**src/rtl/vsu_pkg.sv**
```systemverilog
package vsu_pkg;
    localparam int LANES = 4;
    localparam int SEL_W = 2;

    localparam logic [3:0] OPC_MIX = 4'h4;
    localparam logic [3:0] OPC_SWZ = 4'h5;

    typedef enum logic {
        ST_IDLE,
        ST_EMIT
    } vsu_state_e;
endpackage

```
**src/rtl/vsu_mix.sv**
```systemverilog
module vsu_mix #(
    parameter int LANE_W = 16
) (
    input  logic [3:0]                         keep_mask,
    input  logic [vsu_pkg::LANES*LANE_W-1:0]   src_vec,
    input  logic [vsu_pkg::LANES*LANE_W-1:0]   dst_vec,
    output logic [vsu_pkg::LANES*LANE_W-1:0]   mix_vec,
    output logic [3:0]                         mix_wen
);
    for (genvar g = 0; g < vsu_pkg::LANES; g++) begin : g_lane
        always_comb begin
            if (keep_mask[g]) begin
                mix_vec[g*LANE_W +: LANE_W] = dst_vec[g*LANE_W +: LANE_W];
            end else begin
                mix_vec[g*LANE_W +: LANE_W] = src_vec[g*LANE_W +: LANE_W];
            end
            mix_wen[g] = ~keep_mask[g];
        end
    end
endmodule

```
**src/rtl/vsu_swizzle.sv**
```systemverilog
module vsu_swizzle #(
    parameter int LANE_W = 16
) (
    input  logic [vsu_pkg::LANES*vsu_pkg::SEL_W-1:0] sel_pack,
    input  logic [vsu_pkg::LANES*LANE_W-1:0]         dst_vec,
    output logic [vsu_pkg::LANES*LANE_W-1:0]         swz_vec
);
    localparam int SW = vsu_pkg::SEL_W;

    for (genvar g = 0; g < vsu_pkg::LANES; g++) begin : g_lane
        logic [SW-1:0] sel;
        assign sel = sel_pack[g*SW +: SW];
        always_comb begin
            unique case (sel)
                2'd0:    swz_vec[g*LANE_W +: LANE_W] = dst_vec[0*LANE_W +: LANE_W];
                2'd1:    swz_vec[g*LANE_W +: LANE_W] = dst_vec[1*LANE_W +: LANE_W];
                2'd2:    swz_vec[g*LANE_W +: LANE_W] = dst_vec[2*LANE_W +: LANE_W];
                default: swz_vec[g*LANE_W +: LANE_W] = dst_vec[3*LANE_W +: LANE_W];
            endcase
        end
    end
endmodule

```
**src/rtl/vsu_top.sv**
```systemverilog
module vsu_top #(
    parameter int LANE_W = 16
) (
    input  logic                                clk,
    input  logic                                rst_n,
    input  logic                                in_valid,
    input  logic [3:0]                          op_code,
    input  logic [3:0]                          ext_field,
    input  logic [3:0]                          src_field,
    input  logic [vsu_pkg::LANES*LANE_W-1:0]    src_reg,
    input  logic [vsu_pkg::LANES*LANE_W-1:0]    dst_reg,
    output logic                                out_valid,
    output logic [vsu_pkg::LANES*LANE_W-1:0]    out_data,
    output logic [3:0]                          out_wen
);
    import vsu_pkg::*;

    localparam int VEC_W = LANES * LANE_W;

    vsu_state_e       state_q, state_d;
    logic             accept;
    logic             is_mix;
    logic [VEC_W-1:0] mix_vec, swz_vec, res_d, data_q;
    logic [3:0]       mix_wen, wen_d, wen_q;

    vsu_mix #(.LANE_W(LANE_W)) u_mix (
        .keep_mask (ext_field),
        .src_vec   (src_reg),
        .dst_vec   (dst_reg),
        .mix_vec   (mix_vec),
        .mix_wen   (mix_wen)
    );

    vsu_swizzle #(.LANE_W(LANE_W)) u_swz (
        .sel_pack  ({src_field, ext_field}),
        .dst_vec   (dst_reg),
        .swz_vec   (swz_vec)
    );

    assign is_mix = (op_code == OPC_MIX);
    assign accept = in_valid && (is_mix || (op_code == OPC_SWZ));

    always_comb begin
        res_d = is_mix ? mix_vec : swz_vec;
        wen_d = is_mix ? mix_wen : 4'b1111;
    end

    // Next-state logic: T_ACCEPT / T_CHAIN on accept, T_DRAIN / T_WAIT otherwise
    always_comb begin
        state_d = state_q;
        unique case (state_q)
            ST_IDLE: state_d = accept ? ST_EMIT : ST_IDLE;
            ST_EMIT: state_d = accept ? ST_EMIT : ST_IDLE;
            default: state_d = ST_IDLE;
        endcase
    end

    always_ff @(posedge clk) begin
        if (!rst_n) begin
            state_q <= ST_IDLE;
        end else begin
            state_q <= state_d;
        end
    end

    always_ff @(posedge clk) begin
        if (!rst_n) begin
            data_q <= '0;
            wen_q  <= '0;
        end else begin
            if (accept) begin
                data_q <= res_d;
            end
            wen_q <= accept ? wen_d : 4'b0000;
        end
    end

    assign out_valid = (state_q == ST_EMIT);
    assign out_data  = data_q;
    assign out_wen   = wen_q;

    // Assertions
    a_r6_accept_gives_valid: assert property (@(posedge clk) disable iff (!rst_n)
        (in_valid && (op_code == OPC_MIX || op_code == OPC_SWZ)) |=> out_valid);

    a_r7_no_accept_no_valid: assert property (@(posedge clk) disable iff (!rst_n)
        !(in_valid && (op_code == OPC_MIX || op_code == OPC_SWZ)) |=> !out_valid);

    a_r7_data_held: assert property (@(posedge clk) disable iff (!rst_n)
        !(in_valid && (op_code == OPC_MIX || op_code == OPC_SWZ)) |=> $stable(out_data));

    a_r9_wen_quiet: assert property (@(posedge clk) disable iff (!rst_n)
        !out_valid |-> (out_wen == 4'b0000));

    a_r5_swz_all_lanes: assert property (@(posedge clk) disable iff (!rst_n)
        (in_valid && op_code == OPC_SWZ) |=> (out_wen == 4'b1111));

    a_r3_mix_wen_mask: assert property (@(posedge clk) disable iff (!rst_n)
        (in_valid && op_code == OPC_MIX) |=> (out_wen == ~$past(ext_field)));
endmodule

```
**config.mk**
```make
export PLATFORM = sky130hd
export DESIGN_NAME = vsu_top
export DESIGN_NICKNAME = d
export VERILOG_FILES = /design/src/rtl/vsu_pkg.sv /design/src/rtl/vsu_mix.sv /design/src/rtl/vsu_swizzle.sv /design/src/rtl/vsu_top.sv
export SDC_FILE = /design/constraint.sdc
export NUM_CORES = 1
export LEC_CHECK = 0
export ABC_AREA = 1
export BUFFER_PORTS_ARGS = -buffer_cell sky130_fd_sc_hd__buf_2
export CAP_MARGIN = 15
export CORE_MARGIN = 10
export CORE_UTILIZATION = 35
export CTS_CLUSTER_DIAMETER = 50
export DETAILED_ROUTE_END_ITERATION = 12
export SLEW_MARGIN = 40
export SYNTH_ARGS = -nofsm -noshare
export SYNTH_HDL_FRONTEND = slang
export SYNTH_HIERARCHICAL = 1
export SYNTH_SLANG_ARGS = --single-unit
```
**constraint.sdc**
```tcl
create_clock -name clk -period 1.1 [get_ports clk]
set_input_delay 0.22 -clock clk [delete_from_list [all_inputs] [get_ports clk]]
set_output_delay 0.22 -clock clk [all_outputs]
set_load 0.005 [all_outputs]
```
After elaboration in Yosys (flattened, before gate mapping)
Index checks and enable logic that the tools add are counted.
{"block": "totals", "rom_bits": 0, "in_bits": 143, "memories": 0, "ram_bits": 0, "latch_bits": 0, "register_bits": 69}
{"block": "op_classes", "shift": 0, "addsub": 0, "magnitude_cmp": 0, "n_div": 0, "n_reduce_logical": 7, "muxes": 11, "n_eq_ne": 10, "bitwise": 4, "n_mul": 0}
{"op": "16-bit case mux with 3 select lines", "n": 4}
{"op": "16-bit 2-to-1 mux", "n": 4}
{"op": "64-bit 2-to-1 mux", "n": 1}
{"op": "2-bit by 1-bit == test with 1-bit output (second input constant)", "n": 4}
{"op": "2-bit == test (second input constant)", "n": 4}
{"op": "4-bit by 3-bit == test with 1-bit output (second input constant)", "n": 2}
{"op": "2-bit zero test", "n": 4}
{"op": "4-bit 2-to-1 mux", "n": 1}
{"op": "1-bit inverter", "n": 4}
{"op": "2-bit AND reduction", "n": 1}
{"op": "1-bit logical AND", "n": 1}
{"op": "1-bit logical OR", "n": 1}
{"op": "1-bit 2-to-1 mux", "n": 1}

Logic depth before layout (Yosys ltp)
{"block": "depth", "word_depth": 4, "depth_mapped": 9, "mapped_depth_nobuf": 7}

Hierarchy
The synthesis kept the hierarchy.
{"module": "vsu_top", "cells_per_inst": 585, "seq_area_each_um2": 1381.3, "instances": 1, "area_per_inst_um2": 3676.0}
{"module": "vsu_swizzle", "cells_per_inst": 376, "seq_area_each_um2": 0.0, "instances": 1, "area_per_inst_um2": 2127.0}
{"module": "vsu_mix", "cells_per_inst": 208, "seq_area_each_um2": 0.0, "instances": 1, "area_per_inst_um2": 917.1}

Worst setup path before layout
No wires, ideal clock.
{"block": "synth_timing", "path_kind": "input-to-reg", "start": "input port ext_field[3]", "end": "register data_q[23] (netlist: out_data[23])", "t_required_ns": 1.036, "setup_ns": 0.064, "slack_ns": 0.083, "arrival_time_ns": 0.953, "path_stages": 9, "path_cell_list": "buf_6 > nor2_8 > buf_6 > nand2_1 > nand4_1 > inv_1 > a21oi_1 > nor2_1 > nor2_1"}
{"block": "synth_via", "elab_chain_len": 3, "elab_cells_between_ends": 5}
{"item": "start: declaration", "line": "vsu_top.sv:8", "text": "input logic [3:0] ext_field,"}
{"item": "2-bit == test (tied with other cells)", "line": "vsu_swizzle.sv:14", "text": "unique case (sel)"}
{"item": "16-bit case mux with 3 select lines (*)", "line": "vsu_swizzle.sv:14"}
{"item": "named net swz_vec[23]", "line": "vsu_top.sv:23", "text": "logic [VEC_W-1:0] mix_vec, swz_vec, res_d, data_q;"}
{"item": "64-bit 2-to-1 mux (*)", "line": "vsu_top.sv:44", "text": "res_d = is_mix ? mix_vec : swz_vec;"}
{"item": "end signal: assignment", "line": "vsu_top.sv:72", "text": "data_q <= res_d;"}
{"item": "end: declaration", "line": "vsu_top.sv:23"}
Mark *: on every way through the listed nets, which the timed path passes. The rest lies on a longest branch.
A chain may end at the register's enable or synchronous reset.

Worst setup path in the final report
{"block": "layout_timing", "start": "register data_q[5] (netlist: out_data[5])", "end": "output port out_data[5] (netlist name)"}
{"item": "end: declaration", "line": "vsu_top.sv:13", "text": "output logic [vsu_pkg::LANES*LANE_W-1:0] out_data,"}
No word-level cell between the ends.

==> run_results.csv <==
group,metric,value,unit
floorplan,io_pins,212,
outcome,status,"completed",
global_route,gr-max-usage-layer,"met2",
min_path,hp-class,"in -> reg",
yosys,ys_types,22,
floorplan,core_area,18800,um2
global_route,grt_use_met3,5.75,%
setup_path,endpoint_kind,"output port",
cells_and_area,num_antenna_cells,0,
yosys,netlist_instances,1169,
floorplan,die_x,159,um
sta,relSlewSlack,77.2,%
job,maxCapViolations,0,
route,drtIter0Drc,1025,
min_path,holdPathEnd,"out_data[41]$_SDFFE_PN0P_",
floorplan,rows,50,
clocking,tritoncts,"built",
yosys,yosys.area.top_type,"dfxtp_1",
sta,min_period_over_period,97.1,%
route,ant_nets,0,
sta,drv_slew,0,
yosys,yosysMostFrequentCell,"nand2_1",
setup_path,criticalPathCategory,"reg -> out",
global_route,antenna_found_initial,2,
setup_path,path_buf_inv,1,
pwr,power_frac_comb,30.8,%
floorplan,die_y,159,um
setup_path,critPathTopFamily,"flip-flops",
cells_and_area,area_growth,29.0,%
pwr,power_density,1010,nW/um2
yosys,syn_area_per_cell,5.75,um2
sta,finalHoldViolations,0,
cells_and_area,fin_util,46.2,%
yosys,synth_ff_type,"dfxtp_1",
setup_path,crit_path_start_kind,"flip-flop",
sta,tightest_slew,0.342,ns
cells_and_area,finalNetCount,1530,
global_route,overflow,0,
yosys,synth_edf_count,0,
pwr,pwr-share-clk,39.3,%
clocking,clk_path_buf_depth,2,
setup_path,cp_slowest_cell,"dfxtp_2",
setup_path,critPathArrivalTime,0.85,ns
yosys,synth_seq_cells,69,
clocking,root_buffer,"clkbuf_16",
pwr,power.internal,0.00583,W
pwr,switching_share,33.6,%
yosys,synth_nets,1312,
pwr,seqPwrFrac,29.9,%
global_route,grt_pass1_vias,8216,
route,vias,8996,
sta,setup_violations,0,
route,drt-pass1-iter-count,5,
setup_path,rr_endpoint,"out_data[5]$_SDFFE_PN0P_",
sta,fin_crit,1.07,ns
yosys,ys_warn_count,6,
sta,fin_tns_setup,0,ns
setup_path,cp_slowest_stage_delay,0.37,ns
global_route,grt_pass1_wl,47.2,mm
setup_path,crit_chain,"buf_2",
yosys,async_flop_share,0,%
route,wl_per_cell,19.9,um
placed_design,portBuffers,211,
route,vias_per_cell,5.53,
pwr,leakagePower,4.35,nW
cells_and_area,drive_gt1_share,25.9,%
clocking,cts.clk_slew.worst_paths,0.06,ns
global_route,grt_usage,24.3,%
sta,clock_skew,0,ns
clocking,insertion_delay,0.34,ns
setup_path,required,0.88,ns
clocking,cts_htree_levels,3,
global_route,grt_use_met1,31.7,%
yosys,yosysSeqAreaShare,20.6,%
global_route,met2_usage,38.5,%
pwr,power.switching,0.00295,W
global_route,grt_max_degree,58,
clocking,cts_made_buffers,9,
sta,rsz0062_at_grt,"yes",
route,wl,32.4,mm
clocking,cts.sinks,69,
setup_path,r2r_slack,0.35,ns
yosys,synthTopCellsByArea,"dfxtp_1 (21%), nand3_1 (19%), nand2_1 (18%)",
setup_path,worstRegToRegCells,2,
floorplan,dieArea,25100,um2
setup_path,r2r_start,"out_data[5]$_SDFFE_PN0P_",
setup_path,critPathMaxFanout,2,
min_path,whs_path_depth,7,
yosys,syn-cell-area,6720,um2
pwr,vdd_drop_max,0.000740,V
sta,fmax,936,MHz
placed_design,routabilityCongestion,0.934,
yosys,yosysTopAreaCellShare,20.6,%
placed_design,dp_hpwl,24.6,mm
route,drc,0,
floorplan,start_util,35.8,%
min_path,min-delay-start,"src_reg[41]",
yosys,synth_common_cells,"nand2_1 (315), nand3_1 (256), nor2_1 (130)",
==> what timing repair did <==
action / 4_1_cts / 5_1_grt
hold buffers: 0 / 0
resized for setup: 4 / 4
buffers inserted: 0 / 1
endpoints found under the setup margin: 4 / 13
pin swaps: 0 / 2
gates cloned: 0 / 2
==> cell type report <==
class                   instances  area (um2)
fillers                      2077       10100
multi-input cells             912        4190
repair buffers                311        2110
flip-flops and latches         69        1390
inverters                      84         355
well taps                     234         293
clock buffers                  10         229
clock inverters                 6         111
==> layout by cell type (no fill, tap or decap) <==
cell,count
clkbuf_4,2
nand2_2,8
clkinv_4,1
inv_6,2
o21ai_0,55
inv_4,6
nor2_4,4
nand4_1,64
o21ai_1,9
dfxtp_1,65
clkinvlp_4,1
clkbuf_1,1
bufinv_16,3
buf_2,209
clkinv_2,1
inv_8,2
nor3_1,1
dfxtp_2,4
inv_1,70
nor2_8,4
a21oi_1,68
nor2_1,128
buf_12,22
inv_2,4
nand3_1,256
buf_6,1
buf_4,76
nand2_1,315
clkbuf_16,10
==> flip-flops by register name, summed over array words and instances (netlist names) <==
signal and flops:
out_data 64, out_valid 1, out_wen 4
==> power groups by stage <==
stage	combinational, W	clock (W)	sequential (W)
2_1_floorplan	0.00148	0	0.00268
4_1_cts	0.00264	0.00349	0.00263
6_report	0.00270	0.00345	0.00263
3_5_place_dp	0.00263	0	0.00268
5_1_grt	0.00292	0.00359	0.00264
3_3_place_gp	0.00262	0	0.00268
==> worst max-delay path by stage <==
stage / start / endpoint / slack [ns] / cells past startpoint
after floorplan: ext_field[3] / out_data[23]$_SDFFE_PN0P_ / 0.08 / 9
after global placement: ext_field[1] / out_data[4]$_SDFFE_PN0P_ / -0.30 / 8
after detailed placement: ext_field[1] / out_data[4]$_SDFFE_PN0P_ / -0.30 / 8
after CTS: out_data[8]$_SDFFE_PN0P_ / out_data[8] / 0.03 / 1
after global routing: ext_field[1] / out_data[9]$_SDFFE_PN0P_ / -0.02 / 8
final: out_data[5]$_SDFFE_PN0P_ / out_data[5] / 0.03 / 1
==> per-layer routing <==
metal | vias to the layer above | wire (um) | share of wire [%]
li1 | 4306 | - | -
met5 | - | 27 | 0.083
met1 | 4129 | 13400 | 41
met3 | 66 | 3350 | 10
met4 | 4 | 830 | 2.6
met2 | 491 | 14800 | 46
==> logic make-up (layout without fill, tap and decap cells) <==
logic type             count (synthesis)  count (layout)  synth area share (%)
AND/OR/NAND/NOR                      779             780                  52.1
buffers and inverters                189             411                  17.6
AO/OA/AOI/OAI                        132             132                  9.83
flip-flops                            69              69                  20.6
==> through the flow <==
stage / hold slack (ns) / instances / total power, W / setup WS, ns / area [um2]
3_5_place_dp: 0.491 / 1607 / 0.00531 / -0.300 / 8270
2_1_floorplan: 0.414 / 1169 / 0.00417 / 0.0834 / 6720
3_3_place_gp: 0.495 / 1607 / 0.00530 / -0.304 / 8270
4_1_cts: 0.283 / 1623 / 0.00876 / 0.0296 / 8610
6_report: 0.283 / 1626 / 0.00878 / 0.0319 / 8670
5_1_grt: 0.342 / 1626 / 0.00915 / -0.0185 / 8670
No activity file was read; power rests on OpenSTA's default activity.
